$ cat src/rtl/beq_pkg.sv
package beq_pkg;
  typedef enum logic [1:0] {
    RSP_OKAY   = 2'd0,
    RSP_EXOKAY = 2'd1,
    RSP_SLVERR = 2'd2,
    RSP_DECERR = 2'd3
  } rsp_e;

  // Severity follows the numeric code: DECERR > SLVERR > EXOKAY > OKAY
  function automatic logic [1:0] rsp_worst(input logic [1:0] a, input logic [1:0] b);
    return (a > b) ? a : b;
  endfunction
endpackage

$ cat src/rtl/beq_addr_gen.sv
// Issues the chain of sub-burst requests for one master burst.
module beq_addr_gen #(
  parameter int ADDR_W   = 32,
  parameter int LEN_W    = 8,
  parameter int BYTES_LG = 2,
  localparam int CNT_W   = LEN_W + 1
) (
  input  logic              clk,
  input  logic              rst,
  input  logic              start,
  input  logic [ADDR_W-1:0] st_addr,
  input  logic [CNT_W-1:0]  st_beats,
  input  logic [CNT_W-1:0]  st_b,
  input  logic              out_ready,
  output logic              out_valid,
  output logic [ADDR_W-1:0] out_addr,
  output logic [LEN_W-1:0]  out_len
);
  logic              vld;
  logic [ADDR_W-1:0] addr;
  logic [LEN_W-1:0]  len;
  logic [CNT_W-1:0]  rem, bcur;
  logic [CNT_W-1:0]  pick_rem, pick_b, chunk, chunk_m1, cur_beats;
  logic [ADDR_W-1:0] step;

  always_comb begin
    pick_rem  = start ? st_beats : rem;
    pick_b    = start ? st_b : bcur;
    chunk     = (pick_rem < pick_b) ? pick_rem : pick_b;
    chunk_m1  = chunk - CNT_W'(1);
    cur_beats = {1'b0, len} + CNT_W'(1);
    step      = ADDR_W'(cur_beats) << BYTES_LG;
  end

  always_ff @(posedge clk) begin
    if (rst) begin
      vld  <= 1'b0;
      addr <= '0;
      len  <= '0;
      rem  <= '0;
      bcur <= CNT_W'(1);
    end else if (start) begin
      vld  <= 1'b1;
      bcur <= st_b;
      addr <= st_addr;
      len  <= chunk_m1[LEN_W-1:0];
      rem  <= st_beats - chunk;
    end else if (vld && out_ready) begin
      if (rem != '0) begin
        addr <= addr + step;
        len  <= chunk_m1[LEN_W-1:0];
        rem  <= rem - chunk;
      end else begin
        vld <= 1'b0;
      end
    end
  end

  assign out_valid = vld;
  assign out_addr  = addr;
  assign out_len   = len;
endmodule

$ cat src/rtl/beq_rd_path.sv
// Read direction: splits the request, relays beats, masks early last flags.
module beq_rd_path #(
  parameter int ADDR_W   = 32,
  parameter int DATA_W   = 32,
  parameter int LEN_W    = 8,
  parameter int BYTES_LG = 2,
  localparam int CNT_W   = LEN_W + 1
) (
  input  logic              clk,
  input  logic              rst,
  input  logic [CNT_W-1:0]  b_act,
  input  logic [ADDR_W-1:0] s_araddr,
  input  logic [LEN_W-1:0]  s_arlen,
  input  logic              s_arvalid,
  output logic              s_arready,
  output logic [DATA_W-1:0] s_rdata,
  output logic [1:0]        s_rresp,
  output logic              s_rlast,
  output logic              s_rvalid,
  input  logic              s_rready,
  output logic [ADDR_W-1:0] m_araddr,
  output logic [LEN_W-1:0]  m_arlen,
  output logic              m_arvalid,
  input  logic              m_arready,
  input  logic [DATA_W-1:0] m_rdata,
  input  logic [1:0]        m_rresp,
  input  logic              m_rvalid,
  output logic              m_rready,
  output logic              busy
);
  logic             start;
  logic [CNT_W-1:0] beats, r_rem;

  assign start     = s_arvalid && !busy;
  assign beats     = {1'b0, s_arlen} + CNT_W'(1);
  assign s_arready = !busy;

  beq_addr_gen #(.ADDR_W(ADDR_W), .LEN_W(LEN_W), .BYTES_LG(BYTES_LG)) u_gen (
    .clk(clk), .rst(rst), .start(start), .st_addr(s_araddr), .st_beats(beats),
    .st_b(b_act), .out_ready(m_arready), .out_valid(m_arvalid),
    .out_addr(m_araddr), .out_len(m_arlen)
  );

  assign m_rready = busy && s_rready;
  assign s_rvalid = busy && m_rvalid;
  assign s_rdata  = m_rdata;
  assign s_rresp  = m_rresp;
  assign s_rlast  = (r_rem == CNT_W'(1));

  always_ff @(posedge clk) begin
    if (rst) begin
      busy  <= 1'b0;
      r_rem <= '0;
    end else if (start) begin
      busy  <= 1'b1;
      r_rem <= beats;
    end else if (m_rvalid && m_rready) begin
      r_rem <= r_rem - CNT_W'(1);
      if (r_rem == CNT_W'(1)) busy <= 1'b0;
    end
  end
endmodule

$ cat src/rtl/beq_wr_path.sv
// Write direction: splits the request, marks sub-burst ends, folds responses.
module beq_wr_path
  import beq_pkg::*;
#(
  parameter int ADDR_W   = 32,
  parameter int DATA_W   = 32,
  parameter int LEN_W    = 8,
  parameter int BYTES_LG = 2,
  localparam int CNT_W   = LEN_W + 1,
  localparam int STRB_W  = DATA_W / 8
) (
  input  logic              clk,
  input  logic              rst,
  input  logic [CNT_W-1:0]  b_act,
  input  logic [ADDR_W-1:0] s_awaddr,
  input  logic [LEN_W-1:0]  s_awlen,
  input  logic              s_awvalid,
  output logic              s_awready,
  input  logic [DATA_W-1:0] s_wdata,
  input  logic [STRB_W-1:0] s_wstrb,
  input  logic              s_wvalid,
  output logic              s_wready,
  output logic [1:0]        s_bresp,
  output logic              s_bvalid,
  input  logic              s_bready,
  output logic [ADDR_W-1:0] m_awaddr,
  output logic [LEN_W-1:0]  m_awlen,
  output logic              m_awvalid,
  input  logic              m_awready,
  output logic [DATA_W-1:0] m_wdata,
  output logic [STRB_W-1:0] m_wstrb,
  output logic              m_wlast,
  output logic              m_wvalid,
  input  logic              m_wready,
  input  logic [1:0]        m_bresp,
  input  logic              m_bvalid,
  output logic              m_bready,
  output logic              busy
);
  logic             start, w_open;
  logic [CNT_W-1:0] beats, w_rem, w_pos, wb, aw_cnt, b_cnt;
  logic [1:0]       acc, merged;
  logic             bvld;
  logic [1:0]       bresp_q;

  assign start     = s_awvalid && !busy;
  assign beats     = {1'b0, s_awlen} + CNT_W'(1);
  assign s_awready = !busy;

  beq_addr_gen #(.ADDR_W(ADDR_W), .LEN_W(LEN_W), .BYTES_LG(BYTES_LG)) u_gen (
    .clk(clk), .rst(rst), .start(start), .st_addr(s_awaddr), .st_beats(beats),
    .st_b(b_act), .out_ready(m_awready), .out_valid(m_awvalid),
    .out_addr(m_awaddr), .out_len(m_awlen)
  );

  assign w_open   = busy && (w_rem != '0);
  assign m_wvalid = w_open && s_wvalid;
  assign s_wready = w_open && m_wready;
  assign m_wdata  = s_wdata;
  assign m_wstrb  = s_wstrb;
  assign m_wlast  = (w_pos == wb - CNT_W'(1)) || (w_rem == CNT_W'(1));

  assign m_bready = busy && !bvld;
  assign merged   = rsp_worst(acc, m_bresp);
  assign s_bvalid = bvld;
  assign s_bresp  = bresp_q;

  always_ff @(posedge clk) begin
    if (rst) begin
      busy    <= 1'b0;
      w_rem   <= '0;
      w_pos   <= '0;
      wb      <= CNT_W'(1);
      aw_cnt  <= '0;
      b_cnt   <= '0;
      acc     <= RSP_OKAY;
      bvld    <= 1'b0;
      bresp_q <= RSP_OKAY;
    end else if (start) begin
      busy   <= 1'b1;
      w_rem  <= beats;
      w_pos  <= '0;
      wb     <= b_act;
      aw_cnt <= '0;
      b_cnt  <= '0;
      acc    <= RSP_OKAY;
    end else begin
      if (m_awvalid && m_awready) aw_cnt <= aw_cnt + CNT_W'(1);
      if (m_wvalid && m_wready) begin
        w_rem <= w_rem - CNT_W'(1);
        w_pos <= m_wlast ? '0 : w_pos + CNT_W'(1);
      end
      if (m_bvalid && m_bready) begin
        b_cnt <= b_cnt + CNT_W'(1);
        acc   <= merged;
        if (!m_awvalid && (b_cnt + CNT_W'(1) == aw_cnt)) begin
          bvld    <= 1'b1;
          bresp_q <= merged;
        end
      end
      if (bvld && s_bready) begin
        bvld <= 1'b0;
        busy <= 1'b0;
      end
    end
  end
endmodule

$ cat src/rtl/beq_burst_equalizer.sv
module beq_burst_equalizer #(
  parameter int ADDR_W = 32,
  parameter int DATA_W = 32,
  parameter int LEN_W  = 8,
  parameter int DEF_B  = 16,
  localparam int CNT_W    = LEN_W + 1,
  localparam int STRB_W   = DATA_W / 8,
  localparam int BYTES_LG = $clog2(STRB_W)
) (
  input  logic              clk,
  input  logic              rst,
  input  logic [LEN_W-1:0]  cfg_sub_len,
  input  logic [ADDR_W-1:0] s_araddr,
  input  logic [LEN_W-1:0]  s_arlen,
  input  logic              s_arvalid,
  output logic              s_arready,
  output logic [DATA_W-1:0] s_rdata,
  output logic [1:0]        s_rresp,
  output logic              s_rlast,
  output logic              s_rvalid,
  input  logic              s_rready,
  input  logic [ADDR_W-1:0] s_awaddr,
  input  logic [LEN_W-1:0]  s_awlen,
  input  logic              s_awvalid,
  output logic              s_awready,
  input  logic [DATA_W-1:0] s_wdata,
  input  logic [STRB_W-1:0] s_wstrb,
  input  logic              s_wvalid,
  output logic              s_wready,
  output logic [1:0]        s_bresp,
  output logic              s_bvalid,
  input  logic              s_bready,
  output logic [ADDR_W-1:0] m_araddr,
  output logic [LEN_W-1:0]  m_arlen,
  output logic              m_arvalid,
  input  logic              m_arready,
  input  logic [DATA_W-1:0] m_rdata,
  input  logic [1:0]        m_rresp,
  input  logic              m_rvalid,
  output logic              m_rready,
  output logic [ADDR_W-1:0] m_awaddr,
  output logic [LEN_W-1:0]  m_awlen,
  output logic              m_awvalid,
  input  logic              m_awready,
  output logic [DATA_W-1:0] m_wdata,
  output logic [STRB_W-1:0] m_wstrb,
  output logic              m_wlast,
  output logic              m_wvalid,
  input  logic              m_wready,
  input  logic [1:0]        m_bresp,
  input  logic              m_bvalid,
  output logic              m_bready
);
  logic [CNT_W-1:0] b_act;
  logic             rd_busy, wr_busy;

  // Active size is refreshed only while nothing is in flight
  always_ff @(posedge clk) begin
    if (rst)                      b_act <= CNT_W'(DEF_B);
    else if (!rd_busy && !wr_busy) b_act <= {1'b0, cfg_sub_len} + CNT_W'(1);
  end

  beq_rd_path #(.ADDR_W(ADDR_W), .DATA_W(DATA_W), .LEN_W(LEN_W), .BYTES_LG(BYTES_LG)) u_rd (
    .clk(clk), .rst(rst), .b_act(b_act),
    .s_araddr(s_araddr), .s_arlen(s_arlen), .s_arvalid(s_arvalid), .s_arready(s_arready),
    .s_rdata(s_rdata), .s_rresp(s_rresp), .s_rlast(s_rlast), .s_rvalid(s_rvalid),
    .s_rready(s_rready),
    .m_araddr(m_araddr), .m_arlen(m_arlen), .m_arvalid(m_arvalid), .m_arready(m_arready),
    .m_rdata(m_rdata), .m_rresp(m_rresp), .m_rvalid(m_rvalid), .m_rready(m_rready),
    .busy(rd_busy)
  );

  beq_wr_path #(.ADDR_W(ADDR_W), .DATA_W(DATA_W), .LEN_W(LEN_W), .BYTES_LG(BYTES_LG)) u_wr (
    .clk(clk), .rst(rst), .b_act(b_act),
    .s_awaddr(s_awaddr), .s_awlen(s_awlen), .s_awvalid(s_awvalid), .s_awready(s_awready),
    .s_wdata(s_wdata), .s_wstrb(s_wstrb), .s_wvalid(s_wvalid), .s_wready(s_wready),
    .s_bresp(s_bresp), .s_bvalid(s_bvalid), .s_bready(s_bready),
    .m_awaddr(m_awaddr), .m_awlen(m_awlen), .m_awvalid(m_awvalid), .m_awready(m_awready),
    .m_wdata(m_wdata), .m_wstrb(m_wstrb), .m_wlast(m_wlast), .m_wvalid(m_wvalid),
    .m_wready(m_wready),
    .m_bresp(m_bresp), .m_bvalid(m_bvalid), .m_bready(m_bready),
    .busy(wr_busy)
  );
endmodule

$ cat config.mk
export PLATFORM = sky130hd
export DESIGN_NAME = beq_burst_equalizer
export DESIGN_NICKNAME = d
export VERILOG_FILES = /design/src/rtl/beq_pkg.sv /design/src/rtl/beq_addr_gen.sv /design/src/rtl/beq_rd_path.sv /design/src/rtl/beq_wr_path.sv /design/src/rtl/beq_burst_equalizer.sv
export SDC_FILE = /design/constraint.sdc
export NUM_CORES = 1
export LEC_CHECK = 0
export BUFFER_PORTS_ARGS = -buffer_cell sky130_fd_sc_hd__clkbuf_2
export CORE_MARGIN = 4
export CORE_UTILIZATION = 30
export DETAILED_ROUTE_END_ITERATION = 10
export SKIP_CTS_REPAIR_TIMING = 1
export SLEW_MARGIN = 10
export SYNTH_ARGS = -nofsm -noshare
export SYNTH_HDL_FRONTEND = slang
export SYNTH_HIERARCHICAL = 1
export SYNTH_SLANG_ARGS = --single-unit
$ cat constraint.sdc
create_clock -name clk -period 5.15 [get_ports clk]
set_input_delay 0.515 -clock clk [delete_from_list [all_inputs] [get_ports clk]]
set_output_delay 0.515 -clock clk [all_outputs]
set_load 0.05 [all_outputs]
==> out/results.tsv, run 1 <==
stage	metric	value	unit
outcome	outcome	finished clean	
route	DRT iter0 DRCs	810	
sta	Fmax	213	MHz
worst_setup_path	CP Launch Point	u_wr/busy	
route	residual DRC count	0	
sta	RSZ-0062 raised after global routing	false	
floorplan	Rows	76	
floorplan	initial core utilization	30.4	%
placed_design	placed inst area	14200	um2
worst_hold_path	Hold Startpoint	s_awaddr[6]	
route	TritonRoute pass-1 iters	5	
route	met2 WL	17400	um
clock_tree	CTS tree	built	
sta	Slew HR	32.5	%
sta	Pins Over Slew Limit	0	
route	Top Layer Used	met4	
worst_setup_path	Cell Chain, Critical Path	clkinvlp_4, nand2_2, clkinv_2, mux2i_1, inv_1, ha_1, a211oi_1, nor2_1, o31a_1, nor2_2, buf_4, a21oi_1, ha_1, inv_1, ha_1, nor4_2, a221oi_2, maj3_1, nor2_1, or4_1, a31oi_1	
synthesis	Mapped Cells	1636	
sta	post-route setup TNS	0	ps
route	met3 wire len	2660	um
worst_setup_path	WP data required	5560	ps
worst_hold_path	Hold Crit Class	in2reg	
job	Max Cap Violations	0	
global_routing	vias in the first global route	11800	
placed_design	GPL Wtd Cong	0.894	
synthesis	Post-Syn Area	13100	um2
finish	share of layout cells above drive strength 1	19.6	%
floorplan	die height	217	um
global_routing	largest net degree at the start of global routing	66	
worst_setup_path	Max stage delay on crit path	470	ps
synthesis	register area share after synthesis	28.8	%
route	DR vias	12200	
worst_setup_path	Crit Path Class	reg2reg	
synthesis	asr flop ratio synth	0	%
route	DR WL/cell	16.2	um
finish	design area	14800	um2
clock_tree	Clock Tree Root	clkbuf_16	
global_routing	first-pass GRT wire length	60100	um
worst_setup_path	crit end category	register	
sta	Tightest Pin Transition	1010	ps
clock_tree	clk buf depth	2	
synthesis	Yosys warning total	6	
floorplan	die area	47000	um2
clock_tree	number of CTS-inserted buffers	17	
worst_setup_path	Reg2Reg Launch Point	u_wr/busy	
synthesis	Post-synth EDFFs	0	
placed_design	worst slack, placed	362	ps
placed_design	number of buffers added on ports	195	
synthesis	syn nets	1872	
sta	minimum hold slack	267	ps
synthesis	Syn Area/Cell	7.99	um2
power	Worst IR Drop VDD	211	uV
worst_setup_path	Crit path max-delay family	compound AO/OA/AOI/OAI gates	
synthesis	#FFs+latches synth	188	
clock_tree	worst skew pair latency	490	ps
route	Routed Antenna Nets	0	
finish	commonest cells after routing, fill and taps aside	202 x nor2_1, 194 x clkbuf_2, 187 x dfxtp_1	
worst_setup_path	Worst Path Arrival	5100	ps
clock_tree	htree depth	4	
power	leakage power	5.95	nW
global_routing	Total GRT Usage	15.7	%
finish	area growth from synthesis to layout	13.3	%
floorplan	core area	43100	um2
sta	period utilisation layout	91.1	%
synthesis	Most used DFF post-synth	dfxtp_1	
sta	final setup violation count	0	
worst_setup_path	Crit Path Max Fanout	14	
floorplan	IO Pins	336	
power	pwr dens	424	nW/um2
sta	Tmin final	4690	ps
clock_tree	CTS clk-pin slew, worst paths	80	ps
sta	Fin. Hold Viols	0	
worst_setup_path	CP dominant cell by count	ha_1	
finish	nets	1975	
sta	worst setup margin	458	ps
global_routing	total gr overflow	0	
worst_setup_path	Worst path slowest cell	or4_1	
synthesis	Cell variety after synth	93	
finish	most common cell after layout, fill and taps aside	nor2_1	
route	via/cell ratio	5.20	
clock_tree	CTS sink count	188	
worst_setup_path	crit path buf inv count	5	
placed_design	dpl hpwl	28300	um
sta	Worst Skew	12.4	ps
global_routing	initial antenna violation count	1	
floorplan	Die W	217	um
finish	fillers	4554	
route	Metal-1 WL	16700	um
worst_setup_path	startpoint types	register	
route	total routed wirelength	37800	um
-- worst min-delay path, delay by kind of cell --
kind	cells	cell delay (ps)
compound gates	1	50
buf+inv	1	80
simple gates	1	70
-- report_power, final --
part           total (mW)  internal [mW]  switching [mW]
clock                1.40          0.731           0.667
sequential           1.83           1.62           0.205
combinational        3.06           1.15            1.91
-- final timing paths --
check	endpoint	slack, ps	cells after the start
hold / removal	u_wr/u_gen/out_addr[6]	270	3
hold reg to reg	u_wr/s_bresp[0]	480	2
setup reg to reg	u_wr/u_gen/rem[6]	460	21
setup / recovery	u_wr/u_gen/rem[6]	460	21
-- stage by stage --
| stage | std cells | utilization (%) | power, mW |
|---|---|---|---|
| after floorplan | 1636 | - | 4.26 |
| after global placement | 2305 | 33.0 | 4.87 |
| after detailed placement | 2305 | 33.0 | 4.90 |
| after CTS | 2337 | 34.4 | 6.34 |
| after global routing | 2338 | 34.4 | 6.71 |
| final | 2338 | 34.4 | 6.29 |
-- cell type report --
class	instances	area, um2	share of cell area, %
timing repair buffer	230	1260	8.49
inverter	53	210	1.42
multi-input combinational	1249	8240	55.6
clock buffer	17	425	2.87
clock inverter	15	178	1.20
tap	585	732	4.94
sequential	188	3760	25.4
antenna	1	2.50	0.0169
-- metal layers --
metal  GRT usage (%)  vias to the layer above
met3            5.08                       65
met5               0                        -
met4            6.27                        0
li1                -                     6003
met1            19.3                     5701
met2            25.6                      387
-- synthesized netlist by cell type, drive strengths merged (10+ instances only) --
master | n | area [um2]
a31oi | 13 | 81.3
mux2 | 18 | 218
nor4 | 23 | 171
a21oi | 91 | 463
nand3 | 63 | 320
or2 | 14 | 87.6
or3 | 20 | 135
dfxtp | 188 | 3760
o21ai | 64 | 324
a211oi | 85 | 663
mux2i | 36 | 418
and2 | 11 | 68.8
inv | 50 | 190
xnor2 | 76 | 666
nor2 | 204 | 773
clkbuf | 52 | 196
or4 | 10 | 83.8
and3 | 34 | 213
nand4 | 38 | 238
nor3 | 46 | 230
ha | 62 | 776
nand2 | 143 | 539
xor2 | 60 | 526
buf | 94 | 694
-- cells by family after synthesis --
| family | count (synthesis) | synth area share (%) |
|---|---|---|
| compound gates | 341 | 17.9 |
| fa+ha+maj | 66 | 6.39 |
| xor+xnor | 136 | 9.11 |
| simple gates | 652 | 24.6 |
| buf+inv | 199 | 8.35 |
| flops | 188 | 28.8 |
| mux | 54 | 4.86 |
Power figures use the tool's default switching activity.
==> run 2, diff against run 1 <==
RECOVER_POWER = 50   (was not set)
==> out/results.tsv, run 2 (synthesized netlist as in run 1, its figures left out) <==
stage	metric	value	unit
power	Switching Share	44.3	%
finish	most common cell after layout, fill and taps aside	nor2_1	
clock_tree	CTS clk-pin slew, worst paths	70	ps
route	Routed Antenna Nets	0	
worst_setup_path	CP Launch Point	u_rd/busy	
global_routing	total gr overflow	0	
placed_design	number of buffers added on ports	195	
sta	Fin. Hold Viols	0	
finish	nets	1975	
floorplan	core area	43100	um2
finish	Final Util	34.1	%
finish	fillers	4605	
clock_tree	htree depth	4	
worst_setup_path	Worst Path Arrival	5090	ps
clock_tree	number of CTS-inserted buffers	17	
finish	final non-filler cell total	2338	
sta	RSZ-0062 raised after global routing	false	
power	leakage power	5.71	nW
global_routing	first-pass GRT wire length	60100	um
sta	Tmin final	4690	ps
worst_hold_path	Hold Startpoint	s_awaddr[6]	
route	via/cell ratio	5.18	
power	pwr dens	427	nW/um2
finish	share of layout cells above drive strength 1	15.2	%
route	total routed wirelength	37700	um
outcome	outcome	finished clean	
global_routing	Total GRT Usage	15.7	%
clock_tree	CTS tree	built	
sta	Worst Skew	12.9	ps
worst_setup_path	Reg2Reg Launch Point	u_rd/busy	
global_routing	largest net degree at the start of global routing	66	
worst_setup_path	startpoint types	register	
placed_design	GPL Wtd Cong	0.894	
power	Seq pwr share	29.2	%
sta	post-route setup TNS	0	ps
sta	period utilisation layout	91.1	%
route	TritonRoute pass-1 iters	5	
floorplan	Die W	217	um
floorplan	Rows	76	
route	DR vias	12100	
clock_tree	clk buf depth	2	
job	Max Cap Violations	0	
power	P_sw	2.78	mW
route	residual DRC count	0	
worst_setup_path	crit end category	register	
finish	commonest cells after routing, fill and taps aside	202 x nor2_1, 187 x dfxtp_1, 141 x nand2_1	
power	P_int	3.49	mW
clock_tree	Clock Tree Root	clkbuf_16	
clock_tree	CTS sink count	188	
floorplan	initial core utilization	30.4	%
route	DRT iter0 DRCs	759	
floorplan	die area	47000	um2
sta	Pins Over Slew Limit	0	
floorplan	IO Pins	336	
worst_hold_path	Hold Crit Class	in2reg	
global_routing	vias in the first global route	11800	
worst_setup_path	Crit Path Max Fanout	14	
sta	Slew HR	8.13	%
worst_setup_path	Crit Path Class	reg2reg	
placed_design	dpl cells	2305	
sta	Fmax	213	MHz
finish	area growth from synthesis to layout	12.3	%
power	Worst IR Drop VDD	213	uV
floorplan	die height	217	um
clock_tree	worst skew pair latency	490	ps
sta	final setup violation count	0	
worst_setup_path	WP data required	5540	ps
global_routing	initial antenna violation count	1	
placed_design	dpl hpwl	28300	um
power	Comb pwr share	48.5	%
sta	Tightest Pin Transition	1380	ps
power	clock power share	22.3	%
route	DR WL/cell	16.1	um
==> run 2: changes by cell type in the layout (fill, tap and decap cells not counted) <==
cell,delta
or4_1,+1
or4_4,-1
clkbuf_2,-61
or2_0,+1
nor4_1,+1
inv_2,-1
buf_4,-9
inv_1,+1
nor4_4,-1
mux2_1,+2
mux2_4,-1
clkbuf_1,+70
mux2_2,-1
or2_2,-1
==> run 2: path summary, 6_finish.rpt <==
| check | endpoint | slack (ps) | cells after the start |
|---|---|---|---|
| setup / recovery | u_rd/u_gen/rem[8] | 460 | 21 |
| hold / removal | u_wr/u_gen/out_addr[6] | 270 | 3 |
| setup reg to reg | u_rd/u_gen/rem[8] | 460 | 21 |
| hold reg to reg | u_wr/s_bresp[0] | 480 | 2 |
==> run 2: per-layer routing <==
| layer | share of wire (%) | up-vias | wire, um | global-route usage, % |
|---|---|---|---|---|
| li1 | - | 5998 | - | - |
| met1 | 45 | 5694 | 16800 | 19.3 |
| met2 | 46 | 349 | 17500 | 25.6 |
| met3 | 6.5 | 64 | 2470 | 5.08 |
| met4 | 2.6 | 0 | 992 | 6.27 |
| met5 | 0 | - | 0 | 0 |
==> run 2: critical path, cell delays in order (launching register included) <==
cell and delay [ps]:
dfxtp_1 310, inv_1 60, nand2_1 60, inv_1 350
buf_4 300, mux2_4 370, ha_1 210, a211oi_1 230
nor2_1 70, o31a_1 320, nor2_4 140, a21oi_1 110
ha_1 240, inv_1 70, ha_1 270, nor3_1 80
o32a_1 360, o211a_4 170, a2111oi_4 360, o31ai_2 130
xnor2_1 140, a211oi_1 230
==> run 2: power by group through the flow <==
stage,combinational [mW],clock [mW],sequential [mW]
after global placement,3.01,0,1.86
final,3.04,1.40,1.83
after detailed placement,3.04,0,1.86
after CTS,3.05,1.45,1.83
after global routing,3.34,1.50,1.86
after floorplan,2.17,0,2.09
==> run 2: stage by stage <==
step                      total power, mW  setup WS [ps]  hold slack (ps)  area, um2
after global placement               4.87            452              462      14200
after CTS                            6.34            447              222      14800
final                                6.27            457              267      14700
after global routing                 6.69           18.8              246      14700
after detailed placement             4.90            362              474      14200
after floorplan                      4.26           49.0              442      13100
==> run 2: cell type report <==
type	instances	area, um2	area share, %
diodes	1	2.50	0.0170
clock buffers	17	425	2.90
clock inverters	15	178	1.21
inverters	53	210	1.43
multi-input cells	1249	8220	56.0
flip-flops and latches	188	3760	25.6
well taps	585	732	4.99
repair buffers	230	1150	7.82
